$ cat src/rtl/uart_lsr_pkg.sv
package uart_lsr_pkg;
  typedef struct packed {
    logic wr;
    logic ld;
    logic done;
    logic flush;
  } tx_evt_t;

  typedef struct packed {
    logic push_err;
    logic pop_err;
    logic flush;
  } rx_evt_t;

  function automatic int unsigned cnt_bits(input int unsigned depth);
    return $clog2(depth + 1);
  endfunction
endpackage

$ cat src/rtl/uart_lsr_tx_track.sv
module uart_lsr_tx_track
  import uart_lsr_pkg::*;
#(
  parameter int unsigned TX_DEPTH = 16
) (
  input  logic    clk,
  input  logic    rst_n,
  input  logic    fifo_mode,
  input  tx_evt_t ev,
  input  logic    test_wr,
  input  logic    test_thre,
  output logic    thre_o,
  output logic    temt_o
);
  localparam int unsigned CW = cnt_bits(TX_DEPTH);

  logic [CW-1:0] cnt_q, cnt_n, cap;
  logic          busy_q, busy_n;
  logic          thre_q, thre_n, temt_q, temt_n;
  logic          ld_ok, wr_ok;

  always_comb begin
    cap   = fifo_mode ? CW'(TX_DEPTH) : CW'(1);
    ld_ok = ev.ld && (cnt_q != '0) && !ev.flush;
    wr_ok = ev.wr && !ev.flush;
    cnt_n = cnt_q;
    if (ev.flush) begin
      cnt_n = '0;
    end else begin
      if (ld_ok) cnt_n = cnt_n - CW'(1);
      if (wr_ok && (cnt_n < cap)) cnt_n = cnt_n + CW'(1);
    end
    if (ld_ok)        busy_n = 1'b1;
    else if (ev.done) busy_n = 1'b0;
    else              busy_n = busy_q;
    if (ev.flush)         thre_n = 1'b1;
    else if (fifo_mode)   thre_n = (cnt_n == '0);
    else if (wr_ok)       thre_n = 1'b0;
    else if (ld_ok)       thre_n = 1'b1;
    else if (test_wr)     thre_n = test_thre;
    else                  thre_n = thre_q;
    temt_n = (cnt_n == '0) && !busy_n;
  end

  always_ff @(posedge clk) begin
    if (!rst_n) begin
      cnt_q  <= '0;
      busy_q <= 1'b0;
      thre_q <= 1'b1;
      temt_q <= 1'b1;
    end else begin
      cnt_q  <= cnt_n;
      busy_q <= busy_n;
      thre_q <= thre_n;
      temt_q <= temt_n;
    end
  end

  assign thre_o = thre_q;
  assign temt_o = temt_q;


  tx_cap_chk: assert property (@(posedge clk) disable iff (!rst_n)
    cnt_q <= CW'(TX_DEPTH));


  wr_clears_thre_chk: assert property (@(posedge clk) disable iff (!rst_n)
    (ev.wr && !ev.flush) |=> !thre_o);


  temt_needs_thre_chk: assert property (@(posedge clk) disable iff (!rst_n)
    fifo_mode |=> (!temt_o || thre_o));


  idle_load_ignored_chk: assert property (@(posedge clk) disable iff (!rst_n)
    (ev.ld && (cnt_q == '0) && !ev.wr && !ev.done && !ev.flush) |=> $stable(temt_o));


  flush_empties_chk: assert property (@(posedge clk) disable iff (!rst_n)
    ev.flush |=> thre_o);
endmodule

$ cat src/rtl/uart_lsr_rx_err.sv
module uart_lsr_rx_err
  import uart_lsr_pkg::*;
#(
  parameter int unsigned RX_DEPTH = 16
) (
  input  logic    clk,
  input  logic    rst_n,
  input  logic    fifo_mode,
  input  rx_evt_t ev,
  input  logic    lsr_read,
  output logic    err_o
);
  localparam int unsigned CW = cnt_bits(RX_DEPTH);

  logic [CW-1:0] cnt_q, cnt_n;
  logic          err_q, err_n;

  always_comb begin
    cnt_n = cnt_q;
    if (ev.flush) begin
      cnt_n = '0;
    end else begin
      if (ev.pop_err && (cnt_n != '0)) cnt_n = cnt_n - CW'(1);
      if (ev.push_err && (cnt_n < CW'(RX_DEPTH))) cnt_n = cnt_n + CW'(1);
    end
    if (!fifo_mode || ev.flush) err_n = 1'b0;
    else                        err_n = (err_q && !lsr_read) || (cnt_n != '0);
  end

  always_ff @(posedge clk) begin
    if (!rst_n) begin
      cnt_q <= '0;
      err_q <= 1'b0;
    end else begin
      cnt_q <= cnt_n;
      err_q <= err_n;
    end
  end

  assign err_o = err_q;


  rx_cnt_bound_chk: assert property (@(posedge clk) disable iff (!rst_n)
    cnt_q <= CW'(RX_DEPTH));


  no_err_plain_mode_chk: assert property (@(posedge clk) disable iff (!rst_n)
    !fifo_mode |=> !err_o);


  tag_sets_err_chk: assert property (@(posedge clk) disable iff (!rst_n)
    (fifo_mode && ev.push_err && !ev.flush) |=> err_o);


  err_sticky_chk: assert property (@(posedge clk) disable iff (!rst_n)
    (fifo_mode && err_o && !lsr_read && !ev.flush) |=> err_o);
endmodule

$ cat src/rtl/uart_lsr_flags.sv
module uart_lsr_flags
  import uart_lsr_pkg::*;
#(
  parameter int unsigned TX_DEPTH = 16,
  parameter int unsigned RX_DEPTH = 16
) (
  input  logic clk,
  input  logic rst_n,
  input  logic fifo_mode,
  input  logic thr_write,
  input  logic tsr_load,
  input  logic tsr_done,
  input  logic tx_clear,
  input  logic rx_push,
  input  logic rx_push_err,
  input  logic rx_pop,
  input  logic rx_pop_err,
  input  logic lsr_read,
  input  logic rx_clear,
  input  logic lsr_test_wr,
  input  logic lsr_test_thre,
  output logic thre,
  output logic temt,
  output logic rx_err_flag
);
  logic    mode_q, mode_chg;
  tx_evt_t tx_ev;
  rx_evt_t rx_ev;

  always_ff @(posedge clk) begin
    if (!rst_n) mode_q <= 1'b0;
    else        mode_q <= fifo_mode;
  end

  assign mode_chg = (fifo_mode != mode_q);

  always_comb begin
    tx_ev.wr       = thr_write;
    tx_ev.ld       = tsr_load;
    tx_ev.done     = tsr_done;
    tx_ev.flush    = tx_clear || mode_chg;
    rx_ev.push_err = rx_push && rx_push_err;
    rx_ev.pop_err  = rx_pop && rx_pop_err;
    rx_ev.flush    = rx_clear || mode_chg;
  end

  uart_lsr_tx_track #(.TX_DEPTH(TX_DEPTH)) tx_i (
    .clk       (clk),
    .rst_n     (rst_n),
    .fifo_mode (fifo_mode),
    .ev        (tx_ev),
    .test_wr   (lsr_test_wr),
    .test_thre (lsr_test_thre),
    .thre_o    (thre),
    .temt_o    (temt)
  );

  uart_lsr_rx_err #(.RX_DEPTH(RX_DEPTH)) rx_i (
    .clk       (clk),
    .rst_n     (rst_n),
    .fifo_mode (fifo_mode),
    .ev        (rx_ev),
    .lsr_read  (lsr_read),
    .err_o     (rx_err_flag)
  );


  mode_flip_clears_chk: assert property (@(posedge clk) disable iff (!rst_n)
    mode_chg |=> (thre && !rx_err_flag));
endmodule

$ cat config.mk
export PLATFORM = sky130hd
export DESIGN_NAME = uart_lsr_flags
export DESIGN_NICKNAME = d
export VERILOG_FILES = /design/src/rtl/uart_lsr_pkg.sv /design/src/rtl/uart_lsr_tx_track.sv /design/src/rtl/uart_lsr_rx_err.sv /design/src/rtl/uart_lsr_flags.sv
export SDC_FILE = /design/constraint.sdc
export NUM_CORES = 1
export LEC_CHECK = 0
export CORE_MARGIN = 2
export CORE_UTILIZATION = 49
export CTS_BUF_LIST = sky130_fd_sc_hd__clkbuf_8 sky130_fd_sc_hd__clkbuf_16
export CTS_CLUSTER_SIZE = 40
export DETAILED_ROUTE_END_ITERATION = 10
export PLACE_DENSITY = 0.86
export SYNTH_ARGS = -nofsm -noshare
export SYNTH_HDL_FRONTEND = slang
export SYNTH_SLANG_ARGS = --single-unit
$ cat constraint.sdc
create_clock -name clk -period 3 [get_ports clk]
set_clock_uncertainty 0.2 [all_clocks]
set_input_delay 0.3 -clock clk [delete_from_list [all_inputs] [get_ports clk]]
set_output_delay 0.3 -clock clk [all_outputs]
set_load 0.05 [all_outputs]
==> results of run 1 <==
## Yosys cell counts (all sizes together), types with 2 or more instances
cell / n / share of area
a211oi: 3 / 0.017
a21oi: 6 / 0.023
a311o: 2 / 0.015
a311oi: 2 / 0.014
and2: 2 / 0.0097
and3: 2 / 0.0097
buf: 2 / 0.0097
clkbuf: 3 / 0.0087
dfxtp: 15 / 0.23
ha: 6 / 0.058
inv: 12 / 0.035
mux2: 2 / 0.020
mux2i: 6 / 0.046
nand2: 20 / 0.058
nand2b: 5 / 0.024
nand3: 8 / 0.031
nor2: 22 / 0.064
nor2b: 3 / 0.015
nor3: 6 / 0.032
nor4: 4 / 0.019
nor4b: 2 / 0.025
o211ai: 3 / 0.021
o21a: 2 / 0.012
o21ai: 4 / 0.015
o31ai: 2 / 0.012
or3: 3 / 0.015
xnor2: 8 / 0.054
xor2: 3 / 0.026
## power groups by stage
| stage | registers [mW] | clock network (mW) | logic (mW) |
|---|---|---|---|
| 2_1_floorplan | 0.211 | 0 | 0.0526 |
| 3_3_place_gp | 0.208 | 0 | 0.0922 |
| 3_5_place_dp | 0.209 | 0 | 0.0964 |
| 4_1_cts | 0.204 | 0.168 | 0.0976 |
| 5_1_grt | 0.204 | 0.181 | 0.112 |
| 6_report | 0.204 | 0.169 | 0.104 |
## cell type report
type                    count  area, um^2  share of cell area
clock buffers               3        41.3              0.0239
clock inverters             1        3.75             0.00218
inverters                  12        45.0              0.0261
multi-input cells         136         977               0.567
flip-flops and latches     15         303               0.176
well taps                  30        37.5              0.0218
repair buffers             36         317               0.184
## routing by layer
metal | vias to the layer above | global-route usage
met5 | - | 0
met4 | 0 | 0.0697
met3 | 12 | 0.0328
met2 | 55 | 0.396
met1 | 636 | 0.278
li1 | 666 | -
## worst paths after layout
kind / cells after the start / end / start / slack, ns
setup / recovery: 13 / rx_i.cnt_q[2] / rx_i.cnt_q[0] / 0.11
hold / removal: 2 / tx_i.busy_q / tx_i.busy_q / 0.32
setup reg to reg: 13 / rx_i.cnt_q[2] / rx_i.cnt_q[0] / 0.11
hold reg to reg: 2 / tx_i.busy_q / tx_i.busy_q / 0.32
## flip-flops by register name (all words and copies together) (netlist names)
signal       count
tx_i.thre_o      1
tx_i.cnt_q       5
mode_q           1
rx_i.err_o       1
tx_i.temt_o      1
rx_i.cnt_q       5
tx_i.busy_q      1
## placed cells by master (no fill, tap or decap), types with 3 or more instances in the layout
cell type,Yosys,final
nor4_1,4,3
a211oi_1,3,3
mux2i_1,6,6
inv_1,12,13
clkbuf_8,0,3
nor3_1,5,5
o21ai_0,3,3
nand3_1,8,6
or3_1,3,3
nand2_1,20,20
nor2_1,22,22
clkdlybuf4s50_1,0,17
nor2b_1,3,3
xnor2_1,8,8
a21oi_1,6,5
dfxtp_1,15,13
nand2b_1,5,5
buf_4,1,18
ha_1,6,5
## timing repair
| item | CTS | global route |
|---|---|---|
| hold buffers | 0 | 0 |
| setup buffers | 0 | 5 |
| pin swaps | 0 | 3 |
| endpoints found under the setup margin | 2 | 6 |
| resized for setup | 1 | 11 |
## cell families (layout without fill, tap and decap cells)
group           Yosys count  in the layout  synth area share
fa+ha+maj                 6              6            0.0580
flops                    15             15             0.232
simple gates             80             80             0.317
buf+inv                  17             52            0.0532
compound gates           31             31             0.192
mux                       8              8            0.0667
xor+xnor                 11             11            0.0803
## worst register-to-register path: stages, from the launching register on
cell and delay (ns):
dfxtp_2 0.34, inv_1 0.06, ha_1 0.20, nor4b_1 0.14, nor2_1 0.33, mux2_4 0.25, inv_1 0.05, ha_1 0.22
and3_1 0.23, nand2b_1 0.13, a21oi_1 0.05, a311o_1 0.35, a22oi_2 0.17, nor2_1 0.05
==> out/results.tsv, run 1 <==
stage	metric	value	unit
outcome	status	finished, final reports clean	
place	gp weighted congestion	0.812	
drt	via count	1369	
logic_synthesis	Post-synth EDFFs	0	
flow_run	max cap viols	0	
timing	Fin. Hold Viols	0	
drt	wire length per cell	15.1	um
final_layout	Finished Core Util	0.690	
timing	Fmax	346	MHz
cts	CTS tree	built	
critical_path	CP Class	flip-flop to flip-flop	
power_and_ir_drop	Lkg Pwr	0.706	nW
drt	initial drt markers	50	
power_and_ir_drop	combinational power share	0.217	
critical_path	Setup crit end kind	flip-flop	
global_routing	initial antenna violation count	0	
timing	worst setup margin	0.108	ns
floorplanning	chip width	55.4	um
final_layout	Fill cells	192	
cts	clock-pin slew on the worst setup and hold paths	0.06	ns
power_and_ir_drop	power density cells	277	nW/um^2
critical_path	crit path max-delay cell type	a311o_1	
power_and_ir_drop	VDD IR-drop max	0.000277	V
drt	DR top layer	met4	
place	worst slack, placed	-0.232	ns
drt	routed wl met2	1760	um
cts	Bufs on Longest Clock Path	2	
drt	# DRC	0	
floorplanning	die span in y	55.4	um
timing	Fin Hold WS	0.316	ns
hold_path	min-delay worst type	flip-flop to flip-flop	
global_routing	first-pass GRT wire length	5710	um
cts	root buf cell	clkbuf_8	
power_and_ir_drop	total power	478	uW
global_routing	gr usage total	0.224	
floorplanning	row count	18	
critical_path	Worst Path Buf+Inv	2	
logic_synthesis	sequential area share after synthesis	0.232	
critical_path	crit path cell chain	inv_1 > ha_1 > nor4b_1 > nor2_1 > mux2_4 > inv_1 > ha_1 > and3_1 > nand2b_1 > a21oi_1 > a311o_1 > a22oi_2 > nor2_1	
timing	Rel. slew slack	0.663	
power_and_ir_drop	sequential fraction of design power	0.428	
critical_path	Crit Path Max Fanout	5	
place	DP HPWL	2510	um
global_routing	number of global-route vias before repair	1348	
power_and_ir_drop	net switching power figure	135	uW
critical_path	Startpoint Class	flip-flop	
floorplanning	Initial Utilization	0.518	
logic_synthesis	FFs w/ async S/R, synth	0	
global_routing	largest net degree at the start of global routing	11	
power_and_ir_drop	P_int	343	uW
place	Inst Count DP	224	
timing	period utilization	0.964	
timing	setup TNS	0	ns
critical_path	Largest stage delay, worst path	0.35	ns
timing	Tmin final	2.89	ns
power_and_ir_drop	clock power share	0.355	
critical_path	Crit path arrival time	2.84	ns
logic_synthesis	yosys warns	0	
critical_path	Top delay family on crit path	simple AND/OR/NAND/NOR gates	
drt	WL final	3520	um
drt	DRT Pass-1 Iters	4	
final_layout	layout cell share with drive strength beyond 1	0.202	
floorplanning	core area	2500	um^2
timing	max-slew violation count	0	
logic_synthesis	Cell variety after synth	45	
logic_synthesis	predominant post-synthesis flop cell	dfxtp_1	
cts	clock latency on the worst-skew pair	0.26	ns
logic_synthesis	flops & latches, synth	15	
critical_path	critical path required time	2.94	ns
place	placed cell areas	1590	um^2
final_layout	Layout Area Growth over Synthesis	33.3	%
drt	Final ANT Viol Nets	0	
logic_synthesis	post-synthesis cell count	168	
cts	CTS buffer count	3	
cts	CTS sink count	15	
drt	vias per cell	5.88	
final_layout	final net count	225	
floorplanning	Die ar.	3070	um^2
final_layout	Non-Filler Instances	233	
final_layout	fin area	1720	um^2
logic_synthesis	Syn Area/Cell	7.70	um^2
logic_synthesis	synthesized net count	189	
floorplanning	IO Count	18	
logic_synthesis	post-synthesis cell area	1290	um^2
power_and_ir_drop	Sw Ratio	0.282	
timing	final setup fails	0	
place	IO buf count	17	
global_routing	GRT overflow	0	
drt	DR WL met3	230	um
timing	Least-Margin Pin Slew	0.491	ns
final_layout	Inserted Diodes	0	
drt	DRT met1 WL	1470	um
cts	H-Tree Depth	1	
(Power assumes the default switching activity.)
==> run 2, diff against run 1 <==
--- a/config.mk
+++ b/config.mk
@@ -6,11 +6,11 @@
 export NUM_CORES = 1
 export LEC_CHECK = 0
 export CORE_MARGIN = 2
-export CORE_UTILIZATION = 49
+export CORE_UTILIZATION = 50
 export CTS_BUF_LIST = sky130_fd_sc_hd__clkbuf_8 sky130_fd_sc_hd__clkbuf_16
 export CTS_CLUSTER_SIZE = 40
 export DETAILED_ROUTE_END_ITERATION = 10
-export PLACE_DENSITY = 0.86
+export PLACE_DENSITY = 0.84
 export SYNTH_ARGS = -nofsm -noshare
 export SYNTH_HDL_FRONTEND = slang
 export SYNTH_SLANG_ARGS = --single-unit
==> constraint.sdc (replaced) <==
create_clock -name clk -period 3.7 [get_ports clk]
set_clock_uncertainty 0.2 [all_clocks]
set_input_delay 0.37 -clock clk [delete_from_list [all_inputs] [get_ports clk]]
set_output_delay 0.37 -clock clk [all_outputs]
set_load 0.05 [all_outputs]
==> out/results.tsv, run 2 (same netlist as run 1, synthesis figures left out) <==
stage	metric	value	unit	change
outcome	status	finished, final reports clean		unchanged
place	DP HPWL	2620	um	was 2510 um
critical_path	Crit path arrival time	3.41	ns	was 2.84 ns
drt	Final ANT Viol Nets	0		unchanged
power_and_ir_drop	Lkg Pwr	0.612	nW	was 0.706 nW
timing	period utilization	0.928		
final_layout	Non-Filler Instances	217		was 233
global_routing	largest net degree at the start of global routing	11		unchanged
drt	WL final	3210	um	was 3520 um
drt	DRT Pass-1 Iters	5		was 4
floorplanning	chip width	54.9	um	was 55.4 um
cts	CTS tree	built		unchanged
floorplanning	IO Count	18		unchanged
drt	via count	1273		was 1369
timing	setup TNS	0	ns	unchanged
final_layout	Fill cells	233		was 192
power_and_ir_drop	P_int	272	uW	was 343 uW
place	Inst Count DP	213		was 224
cts	buffer count from post-CTS setup fixing	0		unchanged
critical_path	critical path required time	3.67	ns	was 2.94 ns
power_and_ir_drop	power density cells	238	nW/um^2	was 277 nW/um^2
critical_path	CP Class	input pin to flip-flop		was flip-flop to flip-flop
power_and_ir_drop	net switching power figure	96.4	uW	was 135 uW
timing	Rel. slew slack	0.648		was 0.663
final_layout	Layout Area Growth over Synthesis	19.9	%	was 33.3%
floorplanning	Die ar.	3010	um^2	was 3070 um^2
timing	max-slew violation count	0		unchanged
drt	wire length per cell	14.8	um	was 15.1 um
final_layout	Top Registers	rx_i.cnt_q: 5 flops, tx_i.cnt_q: 5 flops		unchanged
timing	Least-Margin Pin Slew	0.527	ns	was 0.491 ns
power_and_ir_drop	VDD IR-drop max	0.000198	V	was 0.000277 V
floorplanning	row count	18		unchanged
power_and_ir_drop	sequential fraction of design power	0.450		was 0.428
final_layout	Inserted Diodes	0		unchanged
critical_path	crit path max-delay cell type	clkdlybuf4s50_1		was a311o_1
critical_path	Setup crit end kind	flip-flop		unchanged
final_layout	commonest non-fill, non-tap cell in the layout	nor2_1		unchanged
cts	CTS sink count	15		unchanged
cts	hold_buf cts	0		unchanged
timing	Tmin final	3.44	ns	
global_routing	gr usage total	0.254		was 0.224
cts	root buf cell	clkbuf_8		unchanged
drt	vias per cell	5.87		was 5.88
critical_path	Largest stage delay, worst path	0.48	ns	was 0.35 ns
cts	clock latency on the worst-skew pair	0.24	ns	was 0.26 ns
power_and_ir_drop	clock power share	0.346		was 0.355
timing	Fin. Hold Viols	0		unchanged
floorplanning	Initial Utilization	0.527		was 0.518
final_layout	most frequent cells in the layout	nor2_1, nand2_1, clkdlybuf4s50_1		was nor2_1, nand2_1, buf_4
hold_path	min-delay worst type	flip-flop to flip-flop		unchanged
timing	Fin Hold WS	0.312	ns	was 0.316 ns
timing	final setup fails	0		unchanged
global_routing	initial antenna violation count	0		unchanged
cts	H-Tree Depth	1		unchanged
place	gp weighted congestion	0.966		was 0.812
place	IO buf count	17		unchanged
critical_path	Startpoint Class	input pin		was flip-flop
timing	Fmax	291	MHz	
final_layout	final net count	209		was 225
drt	# DRC	0		unchanged
cts	CTS buffer count	3		unchanged
critical_path	Top delay family on crit path	simple AND/OR/NAND/NOR gates		unchanged
cts	clock-pin slew on the worst setup and hold paths	0.06	ns	about the same
flow_run	max cap viols	0		unchanged
critical_path	Crit Path Max Fanout	5		unchanged
global_routing	number of global-route vias before repair	1339		was 1348
timing	unrepaired setup endpoints after global routing	false		
drt	initial drt markers	37		was 50
floorplanning	die span in y	54.9	um	was 55.4 um
critical_path	crit path cell chain	clkdlybuf4s50_1 > nand2b_1 > o41ai_1 > inv_1 > ha_1 > nor3b_1 > nand2_1 > nor4_2 > mux2i_1 > o22ai_2 > o211ai_2		was inv_1 > ha_1 > nor4b_1 > nor2_1 > mux2_4 > inv_1 > ha_1 > and3_1 > nand2b_1 > a21oi_1 > a311o_1 > a22oi_2 > nor2_1
power_and_ir_drop	Sw Ratio	0.262		was 0.282
global_routing	GRT overflow	0		unchanged
cts	post-CTS sizing	0		was 1
critical_path	Worst Path Buf+Inv	2		unchanged
power_and_ir_drop	combinational power share	0.204		was 0.217
global_routing	first-pass GRT wire length	5540	um	was 5710 um
final_layout	layout cell share with drive strength beyond 1	0.0856		was 0.202
floorplanning	core area	2450	um^2	was 2500 um^2
cts	Bufs on Longest Clock Path	2		unchanged
run 2: cell types whose count changed in the layout (fill, tap and decap cells not counted), moves of 2 or more:
| cell | change |
|---|---|
| dfxtp_2 | -2 |
| nand3_2 | -2 |
| nand3_1 | +2 |
| dfxtp_1 | +2 |
| buf_4 | -15 |
run 2: final timing paths:
path	end	slack, ns	cells after the start	from
setup / recovery	tx_i.temt_o	0.26	11	tx_clear
hold / removal	rx_i.err_o	0.31	2	mode_q
setup reg to reg	tx_i.temt_o	0.46	12	tx_i.cnt_q[0]
hold reg to reg	rx_i.err_o	0.31	2	mode_q
run 2: area by class of cell:
| type | count | area [um^2] | share of cell area |
|---|---|---|---|
| Timing Repair Buffer | 20 | 193 | 0.124 |
| Clock inverter | 1 | 3.75 | 0.00242 |
| Tap cell | 30 | 37.5 | 0.0242 |
| Clock buffer | 3 | 41.3 | 0.0266 |
| Sequential cell | 15 | 300 | 0.194 |
| Multi-Input combinational cell | 136 | 931 | 0.600 |
| Inverter | 12 | 45.0 | 0.0290 |
run 2: worst min-delay path, cell delays in order, from the launching register on:
cell and delay, ns:
dfxtp_1 0.35, nand3_1 0.08, a31oi_1 0.04
run 2: metal layers:
| metal | up-vias | routed length [um] | global-route usage |
|---|---|---|---|
| li1 | 635 | - | - |
| met1 | 599 | 1220 | 0.248 |
| met2 | 30 | 1820 | 0.516 |
| met3 | 9 | 103 | 0.0328 |
| met4 | 0 | 61 | 0.108 |
| met5 | - | 0 | 0 |
run 2: power groups by stage:
stage / Sequential (mW) / Clock (mW) / Combinational [mW]
floorplan: 0.171 / 0 / 0.0424
global placement: 0.169 / 0 / 0.0711
detailed placement: 0.169 / 0 / 0.0741
CTS: 0.166 / 0.132 / 0.0744
global route: 0.166 / 0.141 / 0.0819
finish: 0.166 / 0.128 / 0.0752
run 2: stage by stage:
stage / worst slack, ns / util / total power, mW / instance area, um^2
floorplan: 0.537 / - / 0.213 / 1290
global placement: 0.224 / 0.611 / 0.240 / 1500
detailed placement: -0.0722 / 0.611 / 0.243 / 1500
CTS: 0.178 / 0.629 / 0.372 / 1550
global route: 0.0574 / 0.632 / 0.388 / 1550
finish: 0.265 / 0.632 / 0.369 / 1550
==> run 3, diff against run 2 <==
--- a/config.mk
+++ b/config.mk
@@ -11,6 +11,7 @@
 export CTS_CLUSTER_SIZE = 40
 export DETAILED_ROUTE_END_ITERATION = 10
 export PLACE_DENSITY = 0.84
+export SETUP_SLACK_MARGIN = 0.3
 export SYNTH_ARGS = -nofsm -noshare
 export SYNTH_HDL_FRONTEND = slang
 export SYNTH_SLANG_ARGS = --single-unit
==> out/results.tsv, run 3 (same netlist as run 1, synthesis figures left out) <==
stage	metric	value	unit	change
floorplanning	Die ar.	3010	um^2	unchanged
hold_path	min-delay worst type	flip-flop to flip-flop		unchanged
power_and_ir_drop	Sw Ratio	0.264		was 0.262
final_layout	commonest non-fill, non-tap cell in the layout	nor2_1		unchanged
floorplanning	die span in y	54.9	um	unchanged
place	DP HPWL	2620	um	unchanged
global_routing	GRT overflow	0		unchanged
timing	Rel. slew slack	0.632		was 0.648
outcome	status	finished, final reports clean		unchanged
critical_path	crit path max-delay cell type	clkdlybuf4s50_1		unchanged
cts	CTS buffer count	3		unchanged
final_layout	most frequent cells in the layout	nor2_1, nand2_1, clkdlybuf4s50_1		unchanged
timing	Least-Margin Pin Slew	0.537	ns	was 0.527 ns
floorplanning	Initial Utilization	0.527		unchanged
timing	Tmin final	3.21	ns	was 3.44 ns
drt	Final ANT Viol Nets	0		unchanged
final_layout	layout cell share with drive strength beyond 1	0.102		was 0.0856
flow_run	max cap viols	0		unchanged
critical_path	Startpoint Class	input pin		unchanged
critical_path	CP Class	input pin to flip-flop		unchanged
timing	max-slew violation count	0		unchanged
final_layout	Finished Core Util	0.642		was 0.632
drt	vias per cell	5.86		was 5.87
final_layout	area occupied by registers	300	um^2	unchanged
drt	# DRC	0		unchanged
floorplanning	row count	18		unchanged
timing	period utilization	0.867		was 0.928
cts	clock-pin slew on the worst setup and hold paths	0.06	ns	about the same
timing	final setup fails	0		unchanged
cts	Bufs on Longest Clock Path	2		unchanged
final_layout	Inserted Diodes	0		unchanged
global_routing	first-pass GRT wire length	5600	um	was 5540 um
place	placed cell areas	1500	um^2	unchanged
place	gp weighted congestion	0.966		unchanged
power_and_ir_drop	power density cells	235	nW/um^2	was 238 nW/um^2
drt	wire length per cell	15.1	um	was 14.8 um
critical_path	Crit path arrival time	3.18	ns	was 3.41 ns
final_layout	Fill cells	227		was 233
critical_path	critical path required time	3.67	ns	about the same
cts	root buf cell	clkbuf_8		unchanged
timing	worst setup margin	0.492	ns	was 0.265 ns
critical_path	Worst Path Buf+Inv	2		unchanged
critical_path	Setup crit end kind	flip-flop		unchanged
global_routing	largest net degree at the start of global routing	11		unchanged
global_routing	initial antenna violation count	0		unchanged
cts	buffer count from post-CTS setup fixing	0		unchanged
final_layout	final net count	209		unchanged
timing	Fin. Hold Viols	0		unchanged
global_routing	gr usage total	0.257		was 0.254
final_layout	fin area	1580	um^2	was 1550 um^2
critical_path	crit path cell chain	clkdlybuf4s50_1 > nand2b_1 > o41ai_2 > inv_1 > ha_1 > nor3b_2 > nand2_2 > nor4_4 > mux2i_1 > o22ai_2 > o211ai_2		was clkdlybuf4s50_1 > nand2b_1 > o41ai_1 > inv_1 > ha_1 > nor3b_1 > nand2_1 > nor4_2 > mux2i_1 > o22ai_2 > o211ai_2
power_and_ir_drop	sequential fraction of design power	0.447		was 0.450
place	worst slack, placed	-0.0722	ns	unchanged
power_and_ir_drop	P_int	273	uW	was 272 uW
power_and_ir_drop	Lkg Pwr	0.624	nW	was 0.612 nW
power_and_ir_drop	clock power share	0.345		was 0.346
final_layout	Top Registers	rx_i.cnt_q: 5 flops, tx_i.cnt_q: 5 flops		unchanged
final_layout	Layout Area Growth over Synthesis	21.8	%	was 19.9%
power_and_ir_drop	VDD IR-drop max	0.000199	V	was 0.000198 V
drt	initial drt markers	34		was 37
floorplanning	IO Count	18		unchanged
timing	Fmax	312	MHz	was 291 MHz
critical_path	Crit Path Max Fanout	5		unchanged
drt	DRT Pass-1 Iters	4		was 5
critical_path	Top delay family on crit path	simple AND/OR/NAND/NOR gates		unchanged
floorplanning	chip width	54.9	um	unchanged
cts	clock latency on the worst-skew pair	0.24	ns	about the same
timing	unrepaired setup endpoints after global routing	false		unchanged
cts	CTS sink count	15		unchanged
drt	via count	1271		was 1273
drt	WL final	3280	um	was 3210 um
place	IO buf count	17		unchanged
global_routing	number of global-route vias before repair	1355		was 1339
critical_path	Largest stage delay, worst path	0.51	ns	was 0.48 ns
power_and_ir_drop	net switching power figure	97.9	uW	was 96.4 uW
cts	CTS tree	built		unchanged
floorplanning	core area	2450	um^2	unchanged
cts	H-Tree Depth	1		unchanged
power_and_ir_drop	combinational power share	0.208		was 0.204
final_layout	multi-input logic area	955	um^2	was 931 um^2
## run 3: cell types whose count changed in the layout (fill, tap and decap cells not counted)
cell and change:
o41ai_1 -1, nor4_4 +1, nor4_2 -1, nand2_1 -1, nor3b_1 -1, o41ai_2 +1
nor3b_2 +1, nand2_2 +1
## run 3: final timing paths
kind	startpoint	to	slack [ns]	cells past startpoint
hold reg to reg	mode_q	rx_i.err_o	0.31	2
setup / recovery	tx_clear	tx_i.temt_o	0.49	11
hold / removal	mode_q	rx_i.err_o	0.31	2
setup reg to reg	tx_i.cnt_q[0]	tx_i.temt_o	0.74	12
## run 3: worst register-to-register path, delay by kind of cell (launching register included)
kind | cells | cell delay [ns]
mux | 1 | 0.27
flops | 1 | 0.34
fa+ha+maj | 2 | 0.48
compound gates | 3 | 0.54
buf+inv | 2 | 0.23
simple gates | 4 | 0.83
## run 3: stage by stage
stage	cells	total power [mW]	TNS, ns	hold WS (ns)
final	217	0.371	0	0.312
after global routing	217	0.390	0	0.352
after CTS	217	0.372	0	0.318
after detailed placement	213	0.243	-0.118	0.313
after global placement	213	0.240	0	0.310
after floorplan	168	0.213	0	0.235
## run 3: per-layer routing
layer,GRT usage,up-vias,part of all wire
li1,-,635,-
met1,0.244,605,0.39
met2,0.522,20,0.57
met3,0.0383,11,0.023
met4,0.117,0,0.021
met5,0,-,0
## run 3: area by class of cell
cell class / instances / share of cell area
multi-input combinational: 136 / 0.606
sequential: 15 / 0.191
timing repair buffer: 20 / 0.122
inverter: 12 / 0.0286
clock buffer: 3 / 0.0262
tap: 30 / 0.0238
clock inverter: 1 / 0.00238
## run 3: power by group through the flow
stage / Sequential, mW / Combinational (mW) / Clock, mW
after global placement: 0.169 / 0.0711 / 0
after global routing: 0.166 / 0.0834 / 0.141
after detailed placement: 0.169 / 0.0741 / 0
final: 0.166 / 0.0771 / 0.128
after floorplan: 0.171 / 0.0424 / 0
after CTS: 0.166 / 0.0746 / 0.132
## run 3: repair_timing
item | 4_1_cts | 5_1_grt
gates resized for setup | 1 | 4
endpoints found under the setup margin | 2 | 2
hold buffers | 0 | 0
cloned | 0 | 0
